File: src/rtl/cxr_pkg.sv
package cxr_pkg;
   typedef enum logic [1:0] {
      KIND_INT  = 2'd0,
      KIND_FP   = 2'd1,
      KIND_REG  = 2'd2,
      KIND_TRAP = 2'd3
   } xfer_kind_e;

   localparam logic [3:0] SEL_NEVER = 4'd0;

   // Bit positions inside one integer flag nibble.
   localparam int FLG_C = 0;
   localparam int FLG_V = 1;
   localparam int FLG_Z = 2;
   localparam int FLG_N = 3;

   // Set of compare results (bit index = fcmp value: E=0, L=1, G=2, U=3)
   // accepted by the lower eight floating selectors; the upper eight are
   // their complements.
   function automatic logic [3:0] fp_base_mask(input logic [2:0] s);
      case (s)
         3'd0:    return 4'b0000;
         3'd1:    return 4'b1110;
         3'd2:    return 4'b0110;
         3'd3:    return 4'b1010;
         3'd4:    return 4'b0010;
         3'd5:    return 4'b1100;
         3'd6:    return 4'b0100;
         default: return 4'b1000;
      endcase
   endfunction
endpackage

File: src/rtl/cxr_int_cond.sv
module cxr_int_cond #(
   parameter int CC_W       = 32,
   parameter int WIDE_SHIFT = 16
) (
   input  logic [CC_W-1:0] cc_word,
   input  logic            wide_flags,
   input  logic [3:0]      sel,
   output logic            hold
);
   import cxr_pkg::*;

   localparam int NSETS = 2;

   if (WIDE_SHIFT + 4 > CC_W) begin : g_bad_shift
      $error("cxr_int_cond: wide flag nibble exceeds CC_W");
   end
   if (WIDE_SHIFT < 4) begin : g_bad_overlap
      $error("cxr_int_cond: flag nibbles overlap");
   end

   logic [3:0] nib [NSETS];
   logic [3:0] flags;
   logic       base;
   logic       unused_cc;

   for (genvar g = 0; g < NSETS; g++) begin : g_set
      localparam int OFS = g * WIDE_SHIFT;
      assign nib[g] = cc_word[OFS +: 4];
   end

   assign flags     = wide_flags ? nib[1] : nib[0];
   assign unused_cc = ^cc_word;

   always_comb begin
      case (sel[2:0])
         3'd0:    base = 1'b0;
         3'd1:    base = flags[FLG_Z];
         3'd2:    base = flags[FLG_Z] | (flags[FLG_N] ^ flags[FLG_V]);
         3'd3:    base = flags[FLG_N] ^ flags[FLG_V];
         3'd4:    base = flags[FLG_C] | flags[FLG_Z];
         3'd5:    base = flags[FLG_C];
         3'd6:    base = flags[FLG_N];
         default: base = flags[FLG_V];
      endcase
   end

   // Upper half of the selector space inverts the lower half.
   assign hold = base ^ sel[3];
endmodule

File: src/rtl/cxr_fp_cond.sv
module cxr_fp_cond (
   input  logic [1:0] fcmp,
   input  logic [3:0] sel,
   output logic       hold
);
   import cxr_pkg::*;

   logic [3:0] mask;

   assign mask = fp_base_mask(sel[2:0]) ^ {4{sel[3]}};
   assign hold = mask[fcmp];
endmodule

File: src/rtl/cxr_reg_cond.sv
module cxr_reg_cond #(
   parameter int XLEN = 64
) (
   input  logic [XLEN-1:0] reg_val,
   input  logic [2:0]      sel,
   output logic            hold
);
   logic is_zero;
   logic is_neg;
   logic base;

   assign is_zero = (reg_val == '0);
   assign is_neg  = reg_val[XLEN-1];

   always_comb begin
      case (sel[1:0])
         2'd1:    base = is_zero;
         2'd2:    base = is_zero | is_neg;
         2'd3:    base = is_neg;
         default: base = 1'b0;
      endcase
   end

   // Codes with bit 2 set are the complements; codes 0 and 4 never hold.
   assign hold = (sel[1:0] != 2'd0) & (base ^ sel[2]);
endmodule

File: src/rtl/cond_xfer_resolver.sv
module cond_xfer_resolver #(
   parameter int XLEN       = 64,
   parameter int CC_W       = 32,
   parameter int WIDE_SHIFT = 16,
   parameter int ADDR_W     = 32,
   parameter int DISP_W     = 22,
   parameter int IMM_W      = 13,
   parameter int TRAP_W     = 8,
   parameter int TRAP_BASE  = 128
) (
   input  logic              clk,
   input  logic              rst,
   input  logic              req_valid,
   input  logic [1:0]        req_kind,
   input  logic [3:0]        cond_sel,
   input  logic              wide_flags,
   input  logic [CC_W-1:0]   cc_word,
   input  logic [1:0]        fcmp,
   input  logic [XLEN-1:0]   reg_val,
   input  logic [ADDR_W-1:0] pc,
   input  logic [DISP_W-1:0] disp,
   input  logic              pred_taken,
   input  logic [XLEN-1:0]   trap_a,
   input  logic [XLEN-1:0]   trap_b,
   input  logic [IMM_W-1:0]  trap_imm,
   input  logic              trap_use_imm,
   output logic              res_valid,
   output logic              res_taken,
   output logic [ADDR_W-1:0] res_next_pc,
   output logic              res_mispredict,
   output logic              res_bp_update,
   output logic              res_trap,
   output logic [TRAP_W-1:0] res_trap_num
);
   import cxr_pkg::*;

   localparam logic [ADDR_W-1:0] STEP_SEQ  = ADDR_W'(4);
   localparam logic [ADDR_W-1:0] STEP_SKIP = ADDR_W'(8);
   localparam logic [TRAP_W-1:0] TBASE     = TRAP_W'(TRAP_BASE);

   if (TRAP_W > XLEN) begin : g_bad_trapw
      $error("cond_xfer_resolver: TRAP_W wider than XLEN");
   end
   if (IMM_W > XLEN) begin : g_bad_immw
      $error("cond_xfer_resolver: IMM_W wider than XLEN");
   end

   xfer_kind_e kind;
   assign kind = xfer_kind_e'(req_kind);

   // ---------------- condition evaluators ----------------
   logic int_hold, fp_hold, reg_hold;

   cxr_int_cond #(.CC_W(CC_W), .WIDE_SHIFT(WIDE_SHIFT)) u_int (
      .cc_word    (cc_word),
      .wide_flags (wide_flags),
      .sel        (cond_sel),
      .hold       (int_hold)
   );

   cxr_fp_cond u_fp (
      .fcmp (fcmp),
      .sel  (cond_sel),
      .hold (fp_hold)
   );

   cxr_reg_cond #(.XLEN(XLEN)) u_reg (
      .reg_val (reg_val),
      .sel     (cond_sel[2:0]),
      .hold    (reg_hold)
   );

   // ---------------- displacement sign extension ----------------
   logic [ADDR_W-1:0] disp_ext;
   logic              unused_disp;

   if (DISP_W < ADDR_W) begin : g_disp_narrow
      assign disp_ext    = {{(ADDR_W-DISP_W){disp[DISP_W-1]}}, disp};
      assign unused_disp = 1'b0;
   end else begin : g_disp_wide
      assign disp_ext    = disp[ADDR_W-1:0];
      assign unused_disp = ^disp;
   end

   // ---------------- trap operand ----------------
   logic [XLEN-1:0] imm_ext;
   logic [XLEN-1:0] trap_opnd;
   logic [XLEN-1:0] trap_sum;
   logic            unused_sum;

   if (IMM_W < XLEN) begin : g_imm_ext
      assign imm_ext = {{(XLEN-IMM_W){trap_imm[IMM_W-1]}}, trap_imm};
   end else begin : g_imm_full
      assign imm_ext = trap_imm;
   end

   assign trap_opnd  = trap_use_imm ? imm_ext : trap_b;
   assign trap_sum   = trap_a + trap_opnd;
   assign unused_sum = ^trap_sum;

   // ---------------- resolution ----------------
   logic              taken_c;
   logic              is_branch;
   logic              train_c;
   logic [ADDR_W-1:0] target_c;
   logic [ADDR_W-1:0] next_pc_c;
   logic [TRAP_W-1:0] trap_num_c;

   always_comb begin
      case (kind)
         KIND_FP:  taken_c = fp_hold;
         KIND_REG: taken_c = reg_hold;
         default:  taken_c = int_hold;
      endcase
   end

   assign is_branch = (kind != KIND_TRAP);

   always_comb begin
      case (kind)
         KIND_REG:  train_c = 1'b1;
         KIND_TRAP: train_c = 1'b0;
         default:   train_c = (cond_sel != SEL_NEVER);
      endcase
   end

   assign target_c = pc + (disp_ext << 2);

   always_comb begin
      if (!is_branch)   next_pc_c = pc + STEP_SEQ;
      else if (taken_c) next_pc_c = target_c;
      else              next_pc_c = pc + STEP_SKIP;
   end

   assign trap_num_c = TBASE + trap_sum[TRAP_W-1:0];

   // ---------------- result registers ----------------
   always_ff @(posedge clk) begin
      if (rst) begin
         res_valid      <= 1'b0;
         res_taken      <= 1'b0;
         res_next_pc    <= '0;
         res_mispredict <= 1'b0;
         res_bp_update  <= 1'b0;
         res_trap       <= 1'b0;
         res_trap_num   <= '0;
      end else begin
         res_valid <= req_valid;
         if (req_valid) begin
            res_taken      <= taken_c;
            res_next_pc    <= next_pc_c;
            res_mispredict <= is_branch & (taken_c ^ pred_taken);
            res_bp_update  <= train_c;
            res_trap       <= ~is_branch & taken_c;
            res_trap_num   <= trap_num_c;
         end
      end
   end
endmodule

File: config.mk
export PLATFORM = sky130hd
export DESIGN_NAME = cond_xfer_resolver
export DESIGN_NICKNAME = d
export VERILOG_FILES = /design/src/rtl/cxr_pkg.sv /design/src/rtl/cxr_int_cond.sv /design/src/rtl/cxr_fp_cond.sv /design/src/rtl/cxr_reg_cond.sv /design/src/rtl/cond_xfer_resolver.sv
export SDC_FILE = /design/constraint.sdc
export NUM_CORES = 1
export LEC_CHECK = 0
export BUFFER_PORTS_ARGS = -buffer_cell sky130_fd_sc_hd__clkbuf_2
export CORE_AREA = 8 8 129 131
export DETAILED_ROUTE_END_ITERATION = 10
export DIE_AREA = 0 0 137 139
export GPL_ROUTABILITY_DRIVEN = 0
export PLACE_DENSITY = 0.71
export SYNTH_ARGS = -nofsm -noshare
export SYNTH_HDL_FRONTEND = slang
export SYNTH_SLANG_ARGS = --single-unit
File: constraint.sdc
create_clock -name clk -period 4.1 [get_ports clk]
set_clock_uncertainty 0.05 [all_clocks]
set_input_delay 0.41 -clock clk [delete_from_list [all_inputs] [get_ports clk]]
set_output_delay 0.41 -clock clk [all_outputs]
set_load 0.02 [all_outputs]
== After elaboration in Yosys (flattened, before gate mapping) ==
Cells that the tools add are included.

* Register bits: 45
* Input port bits: 305
* Output and inout port bits: 45

* Add/sub/neg operators: 5
* Magnitude comparators: 1
* Equal/unequal tests: 13
* Mux-type cells: 11
* Bitwise operators: 12
* Reduce and logical (&&, ||, !) cells: 4

{| class="wikitable"
|+ Operators by type and width
! kind !! number
|-
| 64-bit logical NOT || 1
|-
| 32-bit 2-to-1 mux || 2
|-
| 32-bit by 3-bit adder with 32-bit output, second input constant || 1
|-
| 32-bit adder || 1
|-
| 32-bit by 4-bit adder with 32-bit output, second input constant || 1
|-
| 4-bit case mux with 7 select lines || 1
|-
| 3-bit == test, second input constant || 3
|-
| 8-bit adder || 1
|-
| 8-bit adder, first input constant || 1
|-
| 2-bit == test, second input constant || 4
|-
| 8-bit 2-to-1 mux || 1
|-
| 1-bit case mux with 7 select lines || 1
|-
| 3-bit by 2-bit == test with 1-bit output, second input constant || 2
|-
| 2-bit by 1-bit == test with 1-bit output, second input constant || 2
|-
| 4-bit 2-to-1 mux || 1
|-
| 1-bit case mux with 2 select lines || 2
|-
| 4-bit nonzero test || 1
|-
| 1-bit bitwise XOR || 4
|-
| 4-bit bitwise XOR || 1
|-
| 1-bit AND || 3
|-
| 3-bit by 1-bit == test with 1-bit output, second input constant || 1
|-
| 3-bit logical NOT || 1
|-
| 2-bit by 3-bit less-than comparator with 1-bit output, second input constant || 1
|-
| 1-bit bitwise OR || 3
|-
| other kinds (6) || 6
|}

== Logic depth before layout (Yosys ltp) ==
* Word-level depth: 8
* Mapped depth: 13
* Depth with buffers taken out: 12

== Cells and area by module ==
From an unflattened synthesis, not the netlist that was laid out.

* Cell total of the unflattened synthesis: 749
* Area, all modules: 5,582.9 µm²

{| class="wikitable"
|+ Modules (own cells, without submodules)
! module !! instances !! cells each !! area each (µm²) !! seq. area each (µm²)
|-
| cond_xfer_resolver || 1 || 680 || 5,054.8 || 900.9
|-
| cxr_reg_cond || 1 || 29 || 220.2 || 0.0
|-
| cxr_fp_cond || 1 || 20 || 165.2 || 0.0
|-
| cxr_int_cond || 1 || 20 || 142.6 || 0.0
|}

== Least setup slack after synthesis ==
No wires, ideal clock.

* Path kind: in2reg
* Start point: input trap_use_imm
* End point: register res_trap_num[7]
* Library setup time: 0.128 ns
* Arrival time: 2.948 ns
* Data required time: 3.922 ns
* Path slack: 0.975 ns
* Stages: 13
* Buffers on the path: 1
* Path through: clkbuf_1 -> mux2_2 -> ha_1 -> ha_1 -> fa_1 -> a21o_1 -> a21o_1 -> a21o_1 -> a21oi_1 -> xnor2_1 -> nor2_1 -> a21oi_1 -> nor2_1

* Cells in the longest elaborated chain, start to end: 3

{| class="wikitable"
|+ Ends and longest elaborated chain
! what !! RTL line !! source
|-
| from (decl) || cond_xfer_resolver.sv:26 || <nowiki>input logic trap_use_imm,</nowiki>
|-
| 8-bit 2-to-1 mux || cond_xfer_resolver.sv:97 || <nowiki>assign trap_opnd = trap_use_imm ? imm_ext : trap_b;</nowiki>
|-
| 8-bit adder || cond_xfer_resolver.sv:98 || <nowiki>assign trap_sum = trap_a + trap_opnd;</nowiki>
|-
| 8-bit adder || cond_xfer_resolver.sv:135 || <nowiki>assign trap_num_c = TBASE + trap_sum[TRAP_W-1:0];</nowiki>
|-
| to (signal assigned) || cond_xfer_resolver.sv:155 || <nowiki>res_trap_num <= trap_num_c;</nowiki>
|-
| to (decl) || cond_xfer_resolver.sv:33 || <nowiki>output logic [TRAP_W-1:0] res_trap_num</nowiki>
|}

Every way passes these cells.
A chain may end at the register's enable or synchronous reset.

== Worst setup path after layout ==
* Start point: input disp[0]
* End point: register res_next_pc[30]

* Cells in the longest elaborated chain, start to end: 3

{| class="wikitable"
|+ Ends and longest elaborated chain
! what !! RTL line !! source
|-
| from (decl) || cond_xfer_resolver.sv:21 || <nowiki>input logic [DISP_W-1:0] disp,</nowiki>
|-
| 32-bit adder || cond_xfer_resolver.sv:127 || <nowiki>assign target_c = pc + (disp_ext << 2);</nowiki>
|-
| 32-bit 2-to-1 mux || cond_xfer_resolver.sv:131 || <nowiki>else if (taken_c) next_pc_c = target_c;</nowiki>
|-
| 32-bit 2-to-1 mux || cond_xfer_resolver.sv:130 || <nowiki>if (!is_branch) next_pc_c = pc + STEP_SEQ;</nowiki>
|-
| to (signal assigned) || cond_xfer_resolver.sv:151 || <nowiki>res_next_pc <= next_pc_c;</nowiki>
|-
| to (decl) || cond_xfer_resolver.sv:29 || <nowiki>output logic [ADDR_W-1:0] res_next_pc,</nowiki>
|}

Every way passes these cells.

==> metrics.md <==
| Metric | Value |
|---|---|
| First-pass GRT wire length | 29.8 mm |
| Most Crowded Layer GR | met2 |
| Max H-tree Level | 2 |
| Pwr dens | 262 nW/µm² |
| Vias in the first global route | 5904 |
| Yosys cell types | 70 |
| Cell count after synthesis | 682 |
| Syn Nets | 1040 |
| Multi-input combinational cell area | 4180 µm² |
| Clock tree buffer depth | 2 |
| Core footprint | 14800 µm² |
| Psw | 0.000689 W |
| Initial Util | 35.8% |
| Worst Setup Start Kind | primary input |
| Lkg Pwr | 3.13 nW |
| Worst slew margin | 48.1% |
| GR Overflow Total | 0 |
| Sequential share of power | 29.2% |
| Max cap viols | 0 |
| WS Path Type | in2reg |
| GRT Overall Usage | 19.1% |
| Clk slew on worst S/H paths | 0.07 ns |
| Outcome | finished clean |
| Port Buffers | 208 |
| Routed len/inst | 17.6 µm |
| CTS sink cnt | 45 |
| Dpl hpwl | 15.3 mm |
| Worst-skew pair later-pin latency | 0.28 ns |
| Number of instances resized during post-cts repair | 0 |
| Site Rows | 45 |
| # IOs | 350 |
| Number of hold buffers added after CTS | 0 |
| Mux share of post-synthesis cell area | 7.02% |
| Avg Cell Area, Syn | 7.73 µm² |
| Tcrit/Tclk final | 81.6% |
| Pin count of the biggest net entering global routing | 28 |
| Netlist area before placement | 5280 µm² |
| Crit path max fanout | 3 |
| Initial antenna violation count | 1 |
| Fin. Hold Viols | 0 |
| Post-synthesis compound-gate area fraction | 26.7% |
| Yosys top cell by area | dfxtp_1 |
| Router iterations before antenna repair | 5 |
| Final min period | 3.34 ns |
| Inserted Clock Buffers | 5 |
| WP data required | 4.26 ns |
| Reg2reg end | res_next_pc[31] |
| Pint | 0.00106 W |
| Area contributors post-synth | dfxtp_1, ha_1, xnor2_1 |
| Critical path destination | res_next_pc[30] |
| Max Slew Vio Count | 0 |
| Xor and xnor area share after synthesis | 10.1% |
| EDFF count, synth | 0 |
| Main synth FF type | dfxtp_1 |
| Final WL | 18.8 mm |
| DR iter-0 viols | 369 |
| CTS tree | done |
| Max IR drop VDD | 0.201 mV |
| Sequential Area | 901 µm² |
| Post-CTS setup buffers | 0 |
| M1 GR Usage | 24.0% |
| Die width | 137 µm |
| Seq/Total Area, Yosys | 17.1% |
| Layout cells sized above 1 | 27.9% |
| Sw frac | 39.4% |
| # setup viols final | 0 |
| FF-to-FF Start | res_next_pc[31] |
| Root Buffer | clkbuf_16 |
| Vias per cell | 5.56 |
| Met3 usage | 2.50% |
| Synth async-reset ratio | 0% |
| Met2 GRT Util | 33.8% |
| Area Growth Syn to Fin | 26.4% |
| Number of synthesized register bits | 45 |
| Post-Synth Adder-Cell Area | 12.9% |
| R2R depth | 3 |
| Internal reg-to-reg setup slack | 3.09 ns |
| Logic pwr share | 47.4% |
| Layout Nets | 1238 |
| Vias | 5941 |
| Number of routed nets with antenna violations | 0 |
| Critical Path End Type | register |
| Fmax | 299 MHz |
| Setup crit start | disp[0] |
| Arrival @ worst endpoint | 3.51 ns |
| Clock share of power | 23.4% |
| Actual slew at the worst max-slew pin | 0.778 ns |
| Final total power | 0.00175 W |
| Die area | 19000 µm² |
| Setup_tns | 0 ns |
| Synth Area in Simple Gates | 22.6% |
| Largest family of logic cells by synthesized area | compound AO/OA/AOI/OAI gates |
| Vert. Die Dim | 139 µm |
| RSZ-0062 raised after global routing | no |
| HP Class | in2reg |
| Filler cells | 1583 |
| Share of the synthesized area in the top cell type | 17.1% |
| DRC | 0 |
| Synth warn | 0 |
| ANT cells | 0 |
[synth_stat cells, drive strengths merged, types with 2 or more instances]
master	count
a32oi	4
a32o	5
nand2b	5
a211o	2
a211oi	11
and3	11
o31a	2
inv	19
nand3	27
nor2b	7
fa	2
a31oi	10
o211ai	11
clkbuf	24
buf	6
o21ai	34
o31ai	11
a2111oi	4
nand2	40
dfxtp	45
a21o	21
o21a	6
mux2	8
nor4	19
nor3	21
o21bai	5
ha	51
nand4	14
o2111ai	3
a311oi	2
or4b	2
nor2	64
a21oi	46
a22oi	5
xor2	25
a22o	6
xnor2	36
or3	2
o22ai	3
mux2i	28
or2	5
a41oi	2
and2	5
or4	3
and4	6
[per-layer routing]
layer  wire length (µm)  vias up
li1                   -     2991
met1               8180     2735
met2               9210      201
met3               1270       12
met4                158        2
met5                 13        -
[worst max-delay path: stages]
cell,delay [ns]
clkbuf_2,0.11
ha_1,0.21
inv_1,0.07
fa_1,0.40
nor2b_1,0.17
o211ai_1,0.19
a2111oi_2,0.54
or2_1,0.21
a21oi_1,0.10
a2111oi_0,0.43
buf_4,0.19
mux2_2,0.32
a22oi_1,0.15
[power groups by stage]
| stage | Combinational (W) | Clock (W) | Sequential [W] |
|---|---|---|---|
| after floorplan | 0.000483 | 0 | 0.000576 |
| after global placement | 0.000817 | 0 | 0.000521 |
| after detailed placement | 0.000825 | 0 | 0.000521 |
| after CTS | 0.000829 | 0.000419 | 0.000512 |
| after global routing | 0.000916 | 0.000434 | 0.000518 |
| final | 0.000829 | 0.000408 | 0.000511 |
[worst min path at each step]
stage,from,to,slack (ns),cells after the start
floorplan,res_next_pc[12],res_next_pc[12],0.47,2
global placement,res_next_pc[12],res_next_pc[12],0.39,2
detailed placement,res_next_pc[12],res_next_pc[12],0.39,2
CTS,pc[1],res_next_pc[1],0.32,3
global route,pc[1],res_next_pc[1],0.32,3
finish,pc[0],res_next_pc[0],0.32,3
[area by class of cell]
class	instances	area share (%)
clock buffer	7	1.99
multi-input combinational	588	62.7
tap	188	3.53
timing repair buffer	221	17.1
sequential	45	13.5
clock inverter	1	0.113
inverter	19	1.07
[flip-flops by register name, summed over array words and instances (netlist names)]
name / cells
res_bp_update: 1
res_next_pc: 32
res_trap_num: 8
res_valid: 1
res_trap: 1
res_taken: 1
res_mispredict: 1
[through the flow]
stage	hold WS (ns)	instance area (µm²)	setup WS (ns)	instances	utilization [%]
after CTS	0.316	6670	0.742	1069	45.2
after global routing	0.324	6670	0.460	1069	45.2
after floorplan	0.471	5280	0.975	682	-
after detailed placement	0.388	6530	0.470	1061	44.2
after global placement	0.388	6530	0.469	1061	44.2
final	0.318	6670	0.756	1069	45.2
[cell usage in the layout (no fill, tap or decap), types with 3 or more instances in the layout]
cell       instances
a32oi_1            4
nor2_1            64
o22ai_1            3
ha_1              51
mux2_2             8
nor4_1            18
a21oi_1           46
o21ai_0           23
a21o_1            21
nor3_1            21
o211ai_1          11
or4_1              3
o31ai_1           11
inv_1             18
o21a_1             6
a22o_1             6
and2_1             5
a211oi_1          11
nor2b_1            7
mux2i_1           28
dfxtp_1           45
a22oi_1            5
o21bai_1           5
nand4_1           13
nand2b_1           5
xor2_1            25
and3_1            11
o21ai_1           11
a32o_1             5
a31oi_1           10
nand2_1           39
buf_4             13
nand3_1           27
o2111ai_1          3
xnor2_1           36
clkbuf_2         208
and4_1             6
clkbuf_16          5
[cell families (layout without fill, tap and decap cells)]
logic type,count (synthesis),count (layout)
and+or+nand+nor,234,234
muxes,36,36
DFF,45,45
AOI/OAI and AO/OA,204,204
adders and majority gates,53,53
xor gates and xnor gates,61,61
buffers and inverters,49,248
Note: power is estimated with default switching activity, not from simulation.
